`config.mk`:
```
export PLATFORM = sky130hd
export DESIGN_NAME = jet_elem_conditioner
export DESIGN_NICKNAME = d
export VERILOG_FILES = /design/src/rtl/jec_pkg.sv /design/src/rtl/jec_chan_front.sv /design/src/rtl/jec_pair_add.sv /design/src/rtl/jec_ddr_mux.sv /design/src/rtl/jet_elem_conditioner.sv
export SDC_FILE = /design/constraint.sdc
export NUM_CORES = 1
export LEC_CHECK = 0
export ABC_AREA = 1
export CAP_MARGIN = 20
export CORE_MARGIN = 10
export CORE_UTILIZATION = 45
export CTS_CLUSTER_DIAMETER = 40
export DETAILED_ROUTE_END_ITERATION = 7
export GPL_ROUTABILITY_DRIVEN = 0
export MAX_ROUTING_LAYER = met4
export PLACE_DENSITY = 0.69
export SLEW_MARGIN = 20
export SYNTH_ARGS = -nofsm -noshare
export SYNTH_HDL_FRONTEND = slang
export SYNTH_SLANG_ARGS = --single-unit
```
`constraint.sdc`:
```
create_clock -name clk -period 4.8 [get_ports clk]
set_clock_uncertainty 0.2 [all_clocks]
set_input_delay 1.44 -clock clk [delete_from_list [all_inputs] [get_ports clk]]
set_output_delay 1.44 -clock clk [all_outputs]
set_load 0.02 [all_outputs]
```
`src/rtl/jec_pkg.sv`:
```
package jec_pkg;
  localparam int unsigned E_W = 9;          // energy bits per channel
  localparam int unsigned W_W = E_W + 1;    // word bits incl. parity
  localparam int unsigned J_W = E_W + 1;    // jet element bits
  localparam int unsigned H_W = J_W / 2;    // lines per pair
endpackage

```
`src/rtl/jec_chan_front.sv`:
```
module jec_chan_front
  import jec_pkg::*;
#(
  parameter int unsigned MAX_DLY = 3,
  localparam int unsigned DSW = (MAX_DLY < 1) ? 1 : $clog2(MAX_DLY + 1)
) (
  input  logic           clk,
  input  logic           rst_n,
  input  logic           cap_a_en,
  input  logic           cap_b_en,
  input  logic [W_W-1:0] word_i,
  input  logic           lerr_i,
  input  logic           late_i,
  input  logic [DSW-1:0] dly_i,
  input  logic           mask_i,
  output logic [E_W-1:0] nrg_o
);
  typedef logic [W_W:0] tword_t;  // {lerr, word}

  tword_t cap_a_q, cap_a_d, cap_b_q, cap_b_d;
  tword_t line_q [MAX_DLY+1];
  tword_t line_d [MAX_DLY+1];
  tword_t tap;
  logic   good;

  always_comb begin
    cap_a_d = cap_a_en ? {lerr_i, word_i} : cap_a_q;
    cap_b_d = cap_b_en ? {lerr_i, word_i} : cap_b_q;
    line_d[0] = cap_a_en ? (late_i ? cap_b_q : cap_a_q) : line_q[0];
    for (int i = 1; i <= int'(MAX_DLY); i++)
      line_d[i] = cap_a_en ? line_q[i-1] : line_q[i];
  end

  always_ff @(posedge clk or negedge rst_n) begin
    if (!rst_n) begin
      cap_a_q <= '0;
      cap_b_q <= '0;
      for (int i = 0; i <= int'(MAX_DLY); i++) line_q[i] <= '0;
    end else begin
      cap_a_q <= cap_a_d;
      cap_b_q <= cap_b_d;
      for (int i = 0; i <= int'(MAX_DLY); i++) line_q[i] <= line_d[i];
    end
  end

  always_comb begin
    tap = line_q[0];
    for (int i = 1; i <= int'(MAX_DLY); i++)
      if (dly_i == DSW'(i)) tap = line_q[i];
    good  = (^tap[W_W-1:0]) & ~tap[W_W] & ~mask_i;
    nrg_o = good ? tap[W_W-1:1] : '0;
  end
endmodule

```
`src/rtl/jec_pair_add.sv`:
```
module jec_pair_add
  import jec_pkg::*;
(
  input  logic [E_W-1:0] em_i,
  input  logic [E_W-1:0] had_i,
  output logic [J_W-1:0] je_o
);
  logic [J_W:0] sum;
  logic         sat;

  always_comb begin
    sum  = (J_W+1)'(em_i) + (J_W+1)'(had_i);
    sat  = (&em_i) | (&had_i) | sum[J_W];
    je_o = sat ? '1 : sum[J_W-1:0];
  end
endmodule

```
`src/rtl/jec_ddr_mux.sv`:
```
module jec_ddr_mux
  import jec_pkg::*;
(
  input  logic           clk,
  input  logic           rst_n,
  input  logic           load_i,
  input  logic [J_W-1:0] je_i,
  output logic [H_W-1:0] lines_o
);
  logic [J_W-H_W-1:0] hi_q, hi_d;
  logic [H_W-1:0]     out_q, out_d;

  always_comb begin
    if (load_i) begin
      out_d = je_i[H_W-1:0];
      hi_d  = je_i[J_W-1:H_W];
    end else begin
      out_d = hi_q;
      hi_d  = hi_q;
    end
  end

  always_ff @(posedge clk or negedge rst_n) begin
    if (!rst_n) begin
      out_q <= '0;
      hi_q  <= '0;
    end else begin
      out_q <= out_d;
      hi_q  <= hi_d;
    end
  end

  assign lines_o = out_q;
endmodule

```
`src/rtl/jet_elem_conditioner.sv`:
```
module jet_elem_conditioner
  import jec_pkg::*;
#(
  parameter int unsigned N_PAIRS = 2,
  parameter int unsigned MAX_DLY = 3,
  localparam int unsigned N_CH = 2 * N_PAIRS,
  localparam int unsigned DSW  = (MAX_DLY < 1) ? 1 : $clog2(MAX_DLY + 1)
) (
  input  logic                     clk,
  input  logic                     rst_n,
  input  logic [N_PAIRS*W_W-1:0]   em_words_i,
  input  logic [N_PAIRS*W_W-1:0]   had_words_i,
  input  logic [N_PAIRS-1:0]       em_lerr_i,
  input  logic [N_PAIRS-1:0]       had_lerr_i,
  input  logic [N_CH-1:0]          cfg_late_i,
  input  logic [N_CH*DSW-1:0]      cfg_dly_i,
  input  logic [N_CH-1:0]          cfg_mask_i,
  output logic [N_PAIRS*H_W-1:0]   je_lines_o,
  output logic                     je_low_half_o
);
  logic ph_q, ph_d, tick;

  logic [N_PAIRS-1:0][E_W-1:0] nrg_em;
  logic [N_PAIRS-1:0][E_W-1:0] nrg_had;
  logic [N_PAIRS-1:0][J_W-1:0] je_sum;

  always_comb begin
    ph_d = ~ph_q;
    tick = ~ph_q;
  end

  always_ff @(posedge clk or negedge rst_n) begin
    if (!rst_n) ph_q <= 1'b0;
    else        ph_q <= ph_d;
  end

  for (genvar p = 0; p < int'(N_PAIRS); p++) begin : g_pair
    jec_chan_front #(.MAX_DLY(MAX_DLY)) i_em (
      .clk(clk), .rst_n(rst_n), .cap_a_en(tick), .cap_b_en(ph_q),
      .word_i(em_words_i[p*W_W +: W_W]), .lerr_i(em_lerr_i[p]),
      .late_i(cfg_late_i[p]), .dly_i(cfg_dly_i[p*DSW +: DSW]),
      .mask_i(cfg_mask_i[p]), .nrg_o(nrg_em[p])
    );
    jec_chan_front #(.MAX_DLY(MAX_DLY)) i_had (
      .clk(clk), .rst_n(rst_n), .cap_a_en(tick), .cap_b_en(ph_q),
      .word_i(had_words_i[p*W_W +: W_W]), .lerr_i(had_lerr_i[p]),
      .late_i(cfg_late_i[N_PAIRS+p]), .dly_i(cfg_dly_i[(N_PAIRS+p)*DSW +: DSW]),
      .mask_i(cfg_mask_i[N_PAIRS+p]), .nrg_o(nrg_had[p])
    );
    jec_pair_add i_add (
      .em_i(nrg_em[p]), .had_i(nrg_had[p]), .je_o(je_sum[p])
    );
    jec_ddr_mux i_mux (
      .clk(clk), .rst_n(rst_n), .load_i(tick), .je_i(je_sum[p]),
      .lines_o(je_lines_o[p*H_W +: H_W])
    );
  end

  assign je_low_half_o = ph_q;
endmodule

```
**Word level (Yosys, flattened, before mapping)**

Index checks and enable logic that the tools add are counted.
W data, S select, Z words.

- Bitwise operators: 21
- Multiplexer cells: 24
- Reductions and logical operators: 8
- Add/sub/neg operators: 2
- Equality and inequality tests: 12

Operators by type and width:

| operator | number |
|---|---|
| $mux W11 | 16 |
| $reduce_xor A10 Y1 | 4 |
| $mux W9 | 4 |
| $reduce_and A9 Y1 | 4 |
| $add A9 B9 Y10 | 2 |
| $mux W10 | 2 |
| $eq A2 B2 Y1 const B | 8 |
| $mux W5 | 2 |
| $not A1 Y1 | 9 |
| $and A1 B1 Y1 | 8 |
| $eq A2 B1 Y1 const B | 4 |
| $or A1 B1 Y1 | 2 |
| $or A1 B1 Y1 const B | 2 |

- Word-level logic and storage cells: 96
- Bits of input ports: 62
- Flip-flop bits (word level): 285
- Output and inout port bits: 11

**Longest topological paths before layout**

Gate-level depths: netlist of the first run.

- Depth in word-level cells: 13
- Gate-level depth with buffers: 31
- Depth with buffers taken out: 31

**Cells and area by module**

Synthesis of the first run repeated with hierarchy kept, for this count alone.

- Cell total of the unflattened synthesis: 1878
- Area, all modules: 14555.2 sq um

By module, submodules not included:

| module | cells an instance | instances | area an instance (sq um) | sequential area each (sq um) |
|---|---|---|---|---|
| jec_chan_front | 397 | 4 | 3171.8 | 1651.6 |
| jec_pair_add | 107 | 2 | 560.5 | 0.0 |
| jec_ddr_mux | 37 | 2 | 359.1 | 250.2 |
| jet_elem_conditioner | 2 | 1 | 28.8 | 25.0 |

**Worst setup path after synthesis of the first run**

OpenSTA, ideal clock, no wires.

- Path type: in2reg
- From: in cfg_dly_i[5]
- To: reg g_pair[0].i_mux.hi_q[3]
- Required time: 4.483 ns
- Cell stages on the path: 28
- Setup time: 0.117 ns
- Buffers on the path: 1
- Arrival: 4.641 ns
- Path slack: -0.158 ns
- Cells stage by stage: buf_4 -> inv_1 -> nand2_4 -> nand2_4 -> nor2_2 -> o21bai_1 -> nand2_1 -> nand2_1 -> nand2_1 -> nand2_1 -> nand2_2 -> a21oi_2 -> nor2_4 -> inv_2 -> nor2_1 -> ha_1 -> fa_1 -> nand3_1 -> nand3_1 -> a21o_1 -> a21oi_1 -> nor2_1 -> o21ai_0 -> nand2_1 -> xnor2_1 -> nand3_1 -> nand2_1 -> nand2_1

- Word-level cells in the longest chain between the ends: 12
- Elaborated cells on any way between the ends: 16
- Classes of those cells: 1 x add/sub; 3 x eq/ne; 5 x mux; 5 x bitwise; 2 x reduce/logical

RTL lines:

| item | RTL line | RTL |
|---|---|---|
| start, declared | jet_elem_conditioner.sv:16 | `input logic [N_CH*DSW-1:0] cfg_dly_i,` |
| $eq A2 B1 Y1 | jec_chan_front.sv:49 | `if (dly_i == DSW'(i)) tap = line_q[i];` |
| $mux W11 (2 in series) | jec_chan_front.sv:49 |  |
| $mux W11 * | jec_chan_front.sv:49 |  |
| $reduce_xor A10 Y1 or $not A1 Y1 (tied branches) | jec_chan_front.sv:50 | `good = (^tap[W_W-1:0]) & ~tap[W_W] & ~mask_i;` |
| $and A1 B1 Y1 (2 in series) | jec_chan_front.sv:50 |  |
| $mux W9 * | jec_chan_front.sv:51 | `nrg_o = good ? tap[W_W-1:1] : '0;` |
| branches (longest 3 deep; another with $add A9 B9 Y10) | - |  |
| $mux W10 * | jec_pair_add.sv:14 | `je_o = sat ? '1 : sum[J_W-1:0];` |
| end signal, assigned | jec_ddr_mux.sv:29 | `hi_q <= hi_d;` |
| end, declared | jec_ddr_mux.sv:10 | `logic [J_W-H_W-1:0] hi_q, hi_d;` |

Mark *: on every way between the ends.
A chain may end at the register's enable or synchronous reset.

**Final worst setup path of the first run**

- From: in cfg_dly_i[7]
- To: reg g_pair[1].i_mux.hi_q[3]

- Word-level cells in the longest chain between the ends: 12
- Elaborated cells on any way between the ends: 16
- Classes of those cells: 1 x add/sub; 3 x eq/ne; 5 x mux; 5 x bitwise; 2 x reduce/logical

RTL lines:

| item | RTL line |
|---|---|
| $eq A2 B1 Y1 | jec_chan_front.sv:49 |
| $mux W11 (2 in series) | jec_chan_front.sv:49 |
| $mux W11 * | jec_chan_front.sv:49 |
| $reduce_xor A10 Y1 or $not A1 Y1 (tied branches) | jec_chan_front.sv:50 |
| $and A1 B1 Y1 (2 in series) | jec_chan_front.sv:50 |
| $mux W9 * | jec_chan_front.sv:51 |
| branches (longest 3 deep; another with $add A9 B9 Y10) | - |
| $mux W10 * | jec_pair_add.sv:14 |
| end signal, assigned | jec_ddr_mux.sv:29 |
| end, declared | jec_ddr_mux.sv:10 |

Marks and branches as above.

==> results of run 1 <==
metrics by stage:
stage | setup slack (ns) | TNS (ns)
6_report | 0.304 | 0
5_1_grt | -0.00710 | -0.0100
4_1_cts | -0.0511 | -0.0511
3_5_place_dp | -0.781 | -7.46
3_3_place_gp | -0.648 | -6.15
2_1_floorplan | 0.00937 | 0
synthesized netlist by cell type:
master    instances
nand2_1         730
dfrtp_1         285
o21ai_0         236
inv_1           181
nor2_1          110
clkbuf_1         65
nand3_1          56
o211ai_1         45
a21oi_1          31
ha_1             18
xnor2_1          11
buf_2             8
nand2_2           8
xor2_1            6
buf_4             5
inv_2             5
o21ai_1           5
a22oi_1           4
nand3_2           4
nor2_2            4
o21bai_1          4
a211oi_1          3
nand2_4           3
a21o_1            2
a31oi_1           2
clkinv_1          2
fa_1              2
nor2_4            2
nor3_1            2
nor4_1            2
o21ai_2           2
o22ai_1           2
a21boi_0          1
a21oi_2           1
a221oi_1          1
buf_1             1
nand3_4           1
nor4_2            1
or2_1             1
kinds of logic after synthesis:
family | Yosys count | share of synthesized area (%)
DFF | 285 | 50.6
AOI/OAI and AO/OA | 339 | 13.2
adders and majority gates | 20 | 1.88
xor gates and xnor gates | 17 | 1.06
buffers and inverters | 267 | 7.31
and+or+nand+nor | 924 | 26.0
worst paths after layout:
path,to,cells after the start
max in group asynchronous,je_low_half_o,2
max,g_pair[1].i_mux.hi_q[3],28
min reg2reg,g_pair[0].i_mux.hi_q[3],2
min,g_pair[0].i_mux.hi_q[3],2
max reg2reg,g_pair[0].i_mux.hi_q[3],29
min in group asynchronous,g_pair[1].i_em.cap_a_q[4],1
flip-flops by register name, summed over array words and instances (netlist names):
signal and cells:
je_low_half_o 1, g_pair.i_mux.hi_q 10, g_pair.i_had.cap_a_q 22, g_pair.i_em.line_q 88, g_pair.i_had.cap_b_q 22, g_pair.i_em.cap_b_q 22
g_pair.i_mux.lines_o 10, g_pair.i_em.cap_a_q 22, g_pair.i_had.line_q 88
layer usage:
| layer | wire length [um] | share of wire (%) | vias up | global-route usage [%] |
|---|---|---|---|---|
| met4 | 835 | 2.5 | 0 | 5.53 |
| li1 | - | - | 6248 | - |
| met5 | 0 | 0 | - | - |
| met2 | 16000 | 48 | 222 | 29.0 |
| met1 | 14900 | 45 | 5735 | 22.0 |
| met3 | 1280 | 3.9 | 71 | 2.69 |
power breakdown:
group | internal [mW] | switching [mW] | total, mW
logic | 0.468 | 0.590 | 1.06
clock network | 2.34 | 1.19 | 3.53
registers | 2.59 | 0.0937 | 2.68
tightest hold or removal path, delay by kind of cell, from the launching register on:
family | cells | cell delay (ns)
flip-flops | 1 | 0.32
AND/OR/NAND/NOR | 2 | 0.12
repair_timing:
item,CTS,global route
setup buffers,0,1
gates resized for setup,16,39
setup endpoints to repair,8,10
endpoints found under the hold margin,0,0
pin swaps,0,2
gates cloned,0,0
area by class of cell:
cell class | count | area, um2 | share of cell area [%]
Timing Repair Buffer | 224 | 1880 | 10.5
Sequential cell | 285 | 7140 | 39.8
Inverter | 188 | 711 | 3.96
Multi-Input combinational cell | 1300 | 6050 | 33.8
Clock inverter | 28 | 468 | 2.61
Tap cell | 396 | 495 | 2.76
Clock buffer | 51 | 1190 | 6.62
==> flow_summary.ini, run 1 <==
[outcome]
status = complete, no violations

[worst_setup_path]
rrSetupSlack_ns = 1.17
start_kind = input port
cp-startpoint = cfg_dly_i[7]
worstPathMaxFanout = 7
critical-path-max-stage-delay_ns = 0.40
required_ns = 5.03
path_common_cell = nand2_1
end_kind = flip-flop
slowest_stage = fa_2
cp_num_buf_inv = 5
critPathKind = in2reg
r2r_start = g_pair[0].i_had.line_q[24]
critical_path_arrival_ns = 4.72
crit_family = simple AND/OR/NAND/NOR gates

[timing]
finalSetupViolations = 0
slew_headroom_pct = 34.9
hold_viol = 0
drv_slew = 0
min_period_ns = 4.50
rsz0062_at_grt = yes
finalCritPeriodShare_pct = 93.7
worst_pin_slew_ns = 0.976
fmax_ghz = 0.222
whs_ns = 0.269

[clocking]
cts_buffers = 43
hold_buffers = 0
cts_max_level = 2
clk-insertion-delay-late_ns = 0.54
cts_tree = yes
cts.sinks = 285
clock_path_buffers = 3
path_clk_slew_ns = 0.06
cts-root-buf = clkbuf_16

[synth]
synthCells = 1852
yosysTopAreaCell = dfrtp_1
postSynthAreaPerCell_um2 = 7.62
yosys_warnings = 0
synth_area_leaders = dfrtp_1 51%, nand2_1 19%, o21ai_0 8.4%
synth_top_area_share_pct = 50.6
synth_nets = 1934
ys_ff_latch = 285
seq_area_frac_synth_pct = 50.6
synthDistinctLibCells = 39
netlist_area_mm2 = 0.0141

[layout]
fin_nets = 2124
final_cell_mix = 726 x nand2_1, 284 x dfrtp_1, 230 x o21ai_0
final_util_pct = 58.3
final_common_cell = nand2_1
post-route-cell-area_mm2 = 0.0179
area_delta_synth_final_pct = 27.2
instances_no_fill = 2472
n_fill_cell = 2823
antenna_cells = 0
drive_above_1_share_pct = 14.8

[routing]
viasPerCell = 4.97
drt-total-wl_um = 33100
num_vias = 12300
wl_per_cell_um = 13.4
drt_iter0_drc = 865
drcViolationCount = 0
ant_nets = 0
drtPass1Iterations = 5

[global_routing]
grt_pass1_wl_um = 56500
grt_max_degree = 267
grt_use_total_pct = 17.6
grt-ovfl-total = 0
grt_pass1_vias = 12000
antenna_found_initial = 0

[floorplan]
fp.dieH_um = 197
core_mm2 = 0.0307
die-area_mm2 = 0.0388
start_util_pct = 45.9
rows = 64
die_w_um = 197
io_pins = 73

[placed_design]
io_buffer_count = 72
dp_cells = 2392
dp_hpwl_um = 22400
detailed_place.area_mm2 = 0.0162

[worst_hold_path]
hold_class = reg2reg
holdCritStartpoint = g_pair[0].i_mux.hi_q[3]

[power_and_ir_drop]
p_total_mw = 7.27
vdd_drop_max_mv = 0.236
powerDensity_mw_per_mm2 = 405
power.leakage_nw = 9.51

[flow_run]
drv_cap = 0
No activity file was read; power rests on OpenSTA's default activity.
==> run 2: changes to the inputs <==
--- a/config.mk
+++ b/config.mk
@@ -7,13 +7,15 @@
 export LEC_CHECK = 0
 export ABC_AREA = 1
 export CAP_MARGIN = 20
+export CELL_PAD_IN_SITES_DETAIL_PLACEMENT = 0
+export CELL_PAD_IN_SITES_GLOBAL_PLACEMENT = 1
 export CORE_MARGIN = 10
 export CORE_UTILIZATION = 45
 export CTS_CLUSTER_DIAMETER = 40
 export DETAILED_ROUTE_END_ITERATION = 7
 export GPL_ROUTABILITY_DRIVEN = 0
 export MAX_ROUTING_LAYER = met4
-export PLACE_DENSITY = 0.69
+export PLACE_DENSITY = 0.86
 export SLEW_MARGIN = 20
 export SYNTH_ARGS = -nofsm -noshare
 export SYNTH_HDL_FRONTEND = slang
==> run 2 against run 1 <==
Global-route usage about the same. Worst setup slack improved by 0.033 ns. Critical endpoint unchanged. Sequential cell count unchanged. Critical path depth increased by 2. Die area unchanged. Core utilization decreased by 0.61 points. Cell count increased by 0.16%. Maximum frequency increased by 0.74%. Non-clock buffer count increased by 3.
==> flow_summary.ini, run 2 (synthesis results as in run 1) <==
[timing]
finalCritPeriodShare_pct = 93.0
rsz0062_at_grt = yes
hold_viol = 0
min_period_ns = 4.46
worst_pin_slew_ns = 1.07
slew_headroom_pct = 28.9
drv_slew = 0
fmax_ghz = 0.224
worst_slack_ns = 0.337
finalSetupViolations = 0
tns_ns = 0

[worst_hold_path]
min_to = g_pair[0].i_mux.hi_q[2]
holdCritStartpoint = g_pair[0].i_mux.hi_q[2]
min_path_cells = 2
hold_class = reg2reg

[clocking]
cts-root-buf = clkbuf_16
hold_buffers = 0
path_clk_slew_ns = 0.05
clk-insertion-delay-late_ns = 0.53
cts_tree = yes
cts_buffers = 44
cts.sinks = 285
cts_max_level = 2
clock_path_buffers = 3

[worst_setup_path]
critPathKind = in2reg
critical_path_arrival_ns = 4.68
rrSetupSlack_ns = 1.14
required_ns = 5.02
start_kind = input port
r2r_cells = 25
rr_endpoint = g_pair[1].i_mux.hi_q[3]
path_common_cell = nand2_1
slowest_stage = fa_2
critical-path-max-stage-delay_ns = 0.41
r2r_start = g_pair[1].i_em.line_q[14]
worstPathMaxFanout = 5
end_kind = flip-flop

[routing]
num_vias = 12100
drt_iter0_drc = 709
drcViolationCount = 0
viasPerCell = 4.88
drtPass1Iterations = 5
wl_per_cell_um = 13.1
ant_nets = 0
drt-total-wl_um = 32500

[global_routing]
grt_max_degree = 124
grt_use_total_pct = 17.7
grt_pass1_wl_um = 56400
antenna_found_initial = 0
grt-ovfl-total = 0
grt_pass1_vias = 12000

[layout]
final_cell_mix = 727 x nand2_1, 284 x dfrtp_1, 231 x o21ai_0
top_regs = g_pair.i_em.line_q: 88 flops, g_pair.i_had.line_q: 88 flops
post-route-cell-area_mm2 = 0.0177
final_common_cell = nand2_1
fin_nets = 2128
area_delta_synth_final_pct = 25.8
antenna_cells = 0
drive_above_1_share_pct = 14.5

[power_and_ir_drop]
powerDensity_mw_per_mm2 = 382
power.leakage_nw = 9.39
switching_share_pct = 27.1
pwr-share-seq_pct = 39.6
p_switching_mw = 1.84
internal_power_mw = 4.93
vdd_drop_max_mv = 0.224
comb_power_share_pct = 15.6
pwr-share-clk_pct = 44.8

[floorplan]
die_w_um = 197
io_pins = 73
start_util_pct = 45.9
die-area_mm2 = 0.0388
rows = 64
fp.dieH_um = 197
core_mm2 = 0.0307

[placed_design]
detailed_place.area_mm2 = 0.0162
dp_slack_ns = -0.703
dp_hpwl_um = 22300
io_buffer_count = 72

[outcome]
status = complete, no violations

[flow_run]
drv_cap = 0
==> run 2: cell count changes in the layout (fill, tap and decap cells not counted), moves of 4 or more <==
cell / delta
clkbuf_1: +5
clkinv_2: +4
clkinvlp_4: +6
bufinv_16: -9
==> run 2: layer usage <==
layer	share of wire (%)	wire length, um	global-route usage [%]
met4	1.9	621	4.98
met1	46	15000	21.9
met5	0	0	-
met2	49	15800	29.5
met3	3.3	1060	2.76
==> run 2: how the worst max path moves through the flow <==
stage                                   end  cells after the start  slack (ns)         start
finish              g_pair[1].i_mux.hi_q[3]                     30        0.34  cfg_dly_i[3]
CTS                 g_pair[1].i_mux.hi_q[3]                     28        0.13  cfg_dly_i[7]
detailed placement  g_pair[1].i_mux.hi_q[3]                     29       -0.70  cfg_dly_i[2]
floorplan           g_pair[0].i_mux.hi_q[3]                     29       0.009  cfg_dly_i[5]
global placement    g_pair[1].i_mux.hi_q[3]                     31       -0.63  cfg_dly_i[3]
global route        g_pair[1].i_mux.hi_q[3]                     31       -0.04  cfg_dly_i[6]
==> run 2: timing repair <==
| item | in CTS | in global routing |
|---|---|---|
| hold endpoints to repair | 0 | 0 |
| setup endpoints to repair | 7 | 10 |
| resized for setup | 17 | 36 |
| pin swaps | 1 | 3 |
| setup buffers | 0 | 2 |
==> run 2: cell type report <==
type                            instances  area, um2
Multi-Input combinational cell       1300       6060
Tap cell                              396        495
Clock buffer                           55       1210
Timing Repair Buffer                  227       1920
Sequential cell                       285       7140
Inverter                              188        711
Clock inverter                         25        220
Fill cell                            2911      13000
==> run 2: critical path, delay by kind of cell <==
kind	cells	cell delay [ns]
xor+xnor	1	0.13
buf+inv	6	0.64
fa+ha+maj	2	0.62
compound gates	6	0.72
simple gates	15	1.15
==> run 2: power groups by stage <==
stage | registers, mW | logic (mW) | clock network [mW]
detailed placement | 2.72 | 1.05 | 0
global placement | 2.72 | 1.03 | 0
global route | 2.70 | 1.21 | 3.21
floorplan | 2.72 | 0.563 | 0
CTS | 2.68 | 1.06 | 3.11
finish | 2.68 | 1.05 | 3.04
==> run 2: through the flow <==
stage	util, %	cells	power, mW	hold slack (ns)
global placement	52.8	2394	3.75	0.257
finish	57.7	2476	6.77	0.271
global route	57.7	2476	7.13	0.298
detailed placement	52.8	2394	3.77	0.261
CTS	57.5	2474	6.85	0.274
floorplan	-	1852	3.28	0.239
==> run 3: changes to the inputs <==
--- a/config.mk
+++ b/config.mk
@@ -16,7 +16,8 @@
 export GPL_ROUTABILITY_DRIVEN = 0
 export MAX_ROUTING_LAYER = met4
 export PLACE_DENSITY = 0.86
-export SLEW_MARGIN = 20
+export SLEW_MARGIN = 25
 export SYNTH_ARGS = -nofsm -noshare
 export SYNTH_HDL_FRONTEND = slang
+export SYNTH_HIERARCHICAL = 1
 export SYNTH_SLANG_ARGS = --single-unit
==> run 3 against run 2 <==
Critical endpoint is now g_pair[1].i_mux/lines_o[1]. Highest routed layer unchanged. Hold slack lost 0.0070 ns. Die area rose by 2.9%. Synthesized cell count grew 1.4%. Wire length increased by 0.31%. Clock-buffer cell count is 2 higher. Sequential power hardly changed. Critical path depth decreased by 10. Combinational power barely moved. Clock power increased by 7%. Largest power group unchanged. Via count up 0.83%. Power up 2.5%.
==> flow_summary.ini, run 3 <==
[layout]
area_delta_synth_final_pct = 24.0
top_regs = g_pair.i_em/line_q: 88 flops, g_pair.i_had/line_q: 88 flops
final_common_cell = nand2_1
final_cell_mix = 520 x nand2_1, 284 x dfrtp_1, 239 x nor2_1
antenna_cells = 0
drive_above_1_share_pct = 13.6
fin_nets = 2131

[timing]
worst_slack_ns = 0.383
drv_slew = 0
fmax_ghz = 0.226
slew_headroom_pct = 36.3
rsz0062_at_grt = no
finalCritPeriodShare_pct = 92.0
worst_pin_slew_ns = 0.955
min_period_ns = 4.42
finalSetupViolations = 0
hold_viol = 0

[synth]
yosysMostFrequentCell = nand2_1
synthDistinctLibCells = 27
synth_top_area_share_pct = 49.0
seq_area_frac_synth_pct = 49.0
postSynthAreaPerCell_um2 = 7.75
yosys_warnings = 6
netlist_area_mm2 = 0.0146
async_flop_share_pct = 100
synth_nets = 1960
synth_common_cells = 520 x nand2_1, 285 x dfrtp_1, 242 x nor2_1
synthFlopType = dfrtp_1
yosysTopAreaCell = dfrtp_1
synth_edf_count = 0
synthCells = 1878
synth_area_leaders = dfrtp_1 49%, nand2_1 13%, o21ai_0 6.7%
ys_ff_latch = 285

[floorplan]
die-area_mm2 = 0.0399
fp.dieH_um = 200
start_util_pct = 45.9
die_w_um = 200
core_mm2 = 0.0317
io_pins = 73
rows = 65

[power_and_ir_drop]
pwr-share-clk_pct = 46.7
p_total_mw = 6.94
pwr-share-seq_pct = 38.5
switching_share_pct = 26.3
vdd_drop_max_mv = 0.321
power.leakage_nw = 9.10
p_switching_mw = 1.82
comb_power_share_pct = 14.8
powerDensity_mw_per_mm2 = 385
internal_power_mw = 5.12

[worst_setup_path]
crit_chain = clkdlybuf4s50_1, inv_2, nand2_1, nand2_2, nor2_1, nor2_1, nor2_1, nand2_1, nand2_1, nand2_1, nand2_1, inv_1, nand3_1, nand3_4, nor2_1, ha_1, fa_1, or2_2, nand2_1, nand2_1
critical-path-max-stage-delay_ns = 0.64
critPathKind = in2reg
end_kind = flip-flop
start_kind = input port
worstPathMaxFanout = 9
path_common_cell = nand2_1
required_ns = 5.00
slowest_stage = clkdlybuf4s50_1
critical_path_arrival_ns = 4.62

[global_routing]
antenna_found_initial = 0
grt_pass1_wl_um = 56300
grt_max_degree = 181
grt-ovfl-total = 0
grt_use_total_pct = 17.4
grt_pass1_vias = 11800

[clocking]
cts_setup_buffers = 0
path_clk_slew_ns = 0.05
clock_path_buffers = 3
cts-root-buf = clkbuf_16
cts_tree = yes
hold_buffers = 0
cts_max_level = 2
clk-insertion-delay-late_ns = 0.53
cts_buffers = 45
cts.sinks = 285

[placed_design]
dp_slack_ns = -0.257
io_buffer_count = 72
dp_hpwl_um = 23000

[routing]
viasPerCell = 4.91
ant_nets = 0
wl_per_cell_um = 13.1
drtPass1Iterations = 5
drt-total-wl_um = 32600
drt_iter0_drc = 637
drcViolationCount = 0
num_vias = 12200

[flow_run]
drv_cap = 0

[outcome]
status = complete, no violations

[worst_hold_path]
hold_class = reg2reg
run 3: cell types whose count changed after synthesis, moves of 18 or more:
cell,change
nor2_1,+132
o21ai_0,-42
inv_1,+46
nand3_1,+18
mux2_2,+48
a21oi_1,+45
nand2_1,-210
run 3: timing repair:
action,4_1_cts,5_1_grt
setup endpoints to repair,0,15
hold endpoints to repair,0,0
resized for setup,0,8
run 3: final cells by class:
type                    count  area, um2
fillers                  2965      13700
flip-flops and latches    285       7130
multi-input cells        1288       6260
repair buffers            198       1740
clock buffers              57       1230
inverters                 231        875
well taps                 402        503
clock inverters            24        302
run 3: kinds of logic after synthesis:
| logic type | count (synthesis) | share of synthesized area, % |
|---|---|---|
| and+or+nand+nor | 876 | 24.3 |
| AOI/OAI and AO/OA | 342 | 13.0 |
| buffers and inverters | 305 | 8.07 |
| DFF | 285 | 49.0 |
| muxes | 48 | 3.71 |
| adders and majority gates | 20 | 1.82 |
| xor gates and xnor gates | 2 | 0.120 |
run 3: critical path, delay by kind of cell:
family	cells	cell delay, ns
buf+inv	3	0.74
simple gates	15	1.81
fa+ha+maj	2	0.63
run 3: worst paths after layout:
check	start	to	slack [ns]	cells after the start
setup / recovery	cfg_dly_i[7]	g_pair[1].i_mux/lines_o[1]	0.38	20
min in group asynchronous	rst_n	g_pair[1].i_em/cap_b_q[1]	0.68	1
max in group asynchronous	rst_n	g_pair[1].i_had/line_q[20]	2.74	2
hold / removal	g_pair[0].i_mux/hi_q[0]	g_pair[0].i_mux/hi_q[0]	0.26	2
setup reg to reg	g_pair[1].i_em/line_q[18]	g_pair[1].i_mux/lines_o[1]	1.66	16
hold reg to reg	g_pair[0].i_mux/hi_q[0]	g_pair[0].i_mux/hi_q[0]	0.26	2
run 3: routing by layer:
metal	part of all wire, %	wire length (um)	vias to the layer above	global-route usage, %
met3	3.8	1230	49	2.65
met5	0	0	-	-
met2	46	15000	187	27.3
li1	-	-	6335	-
met1	48	15800	5623	23.2
met4	1.7	569	0	4.35
run 3: through the flow:
| step | cells | utilization, % | setup TNS [ns] | hold slack [ns] | area (um2) |
|---|---|---|---|---|---|
| 2_1_floorplan | 1878 | - | 0 | 0.237 | 14600 |
| 3_3_place_gp | 2404 | 52.0 | -1.87 | 0.250 | 16500 |
| 3_5_place_dp | 2404 | 52.0 | -3.03 | 0.253 | 16500 |
| 4_1_cts | 2485 | 56.8 | 0 | 0.267 | 18000 |
| 5_1_grt | 2485 | 56.9 | 0 | 0.283 | 18000 |
| 6_report | 2485 | 56.9 | 0 | 0.264 | 18000 |
run 3: power by group through the flow:
stage	clock network, mW	logic (mW)	registers (mW)
after detailed placement	0	1.03	2.71
after global placement	0	1.01	2.71
final	3.24	1.03	2.67
after floorplan	0	0.579	2.71
after global routing	3.44	1.17	2.69
after CTS	3.32	1.03	2.67
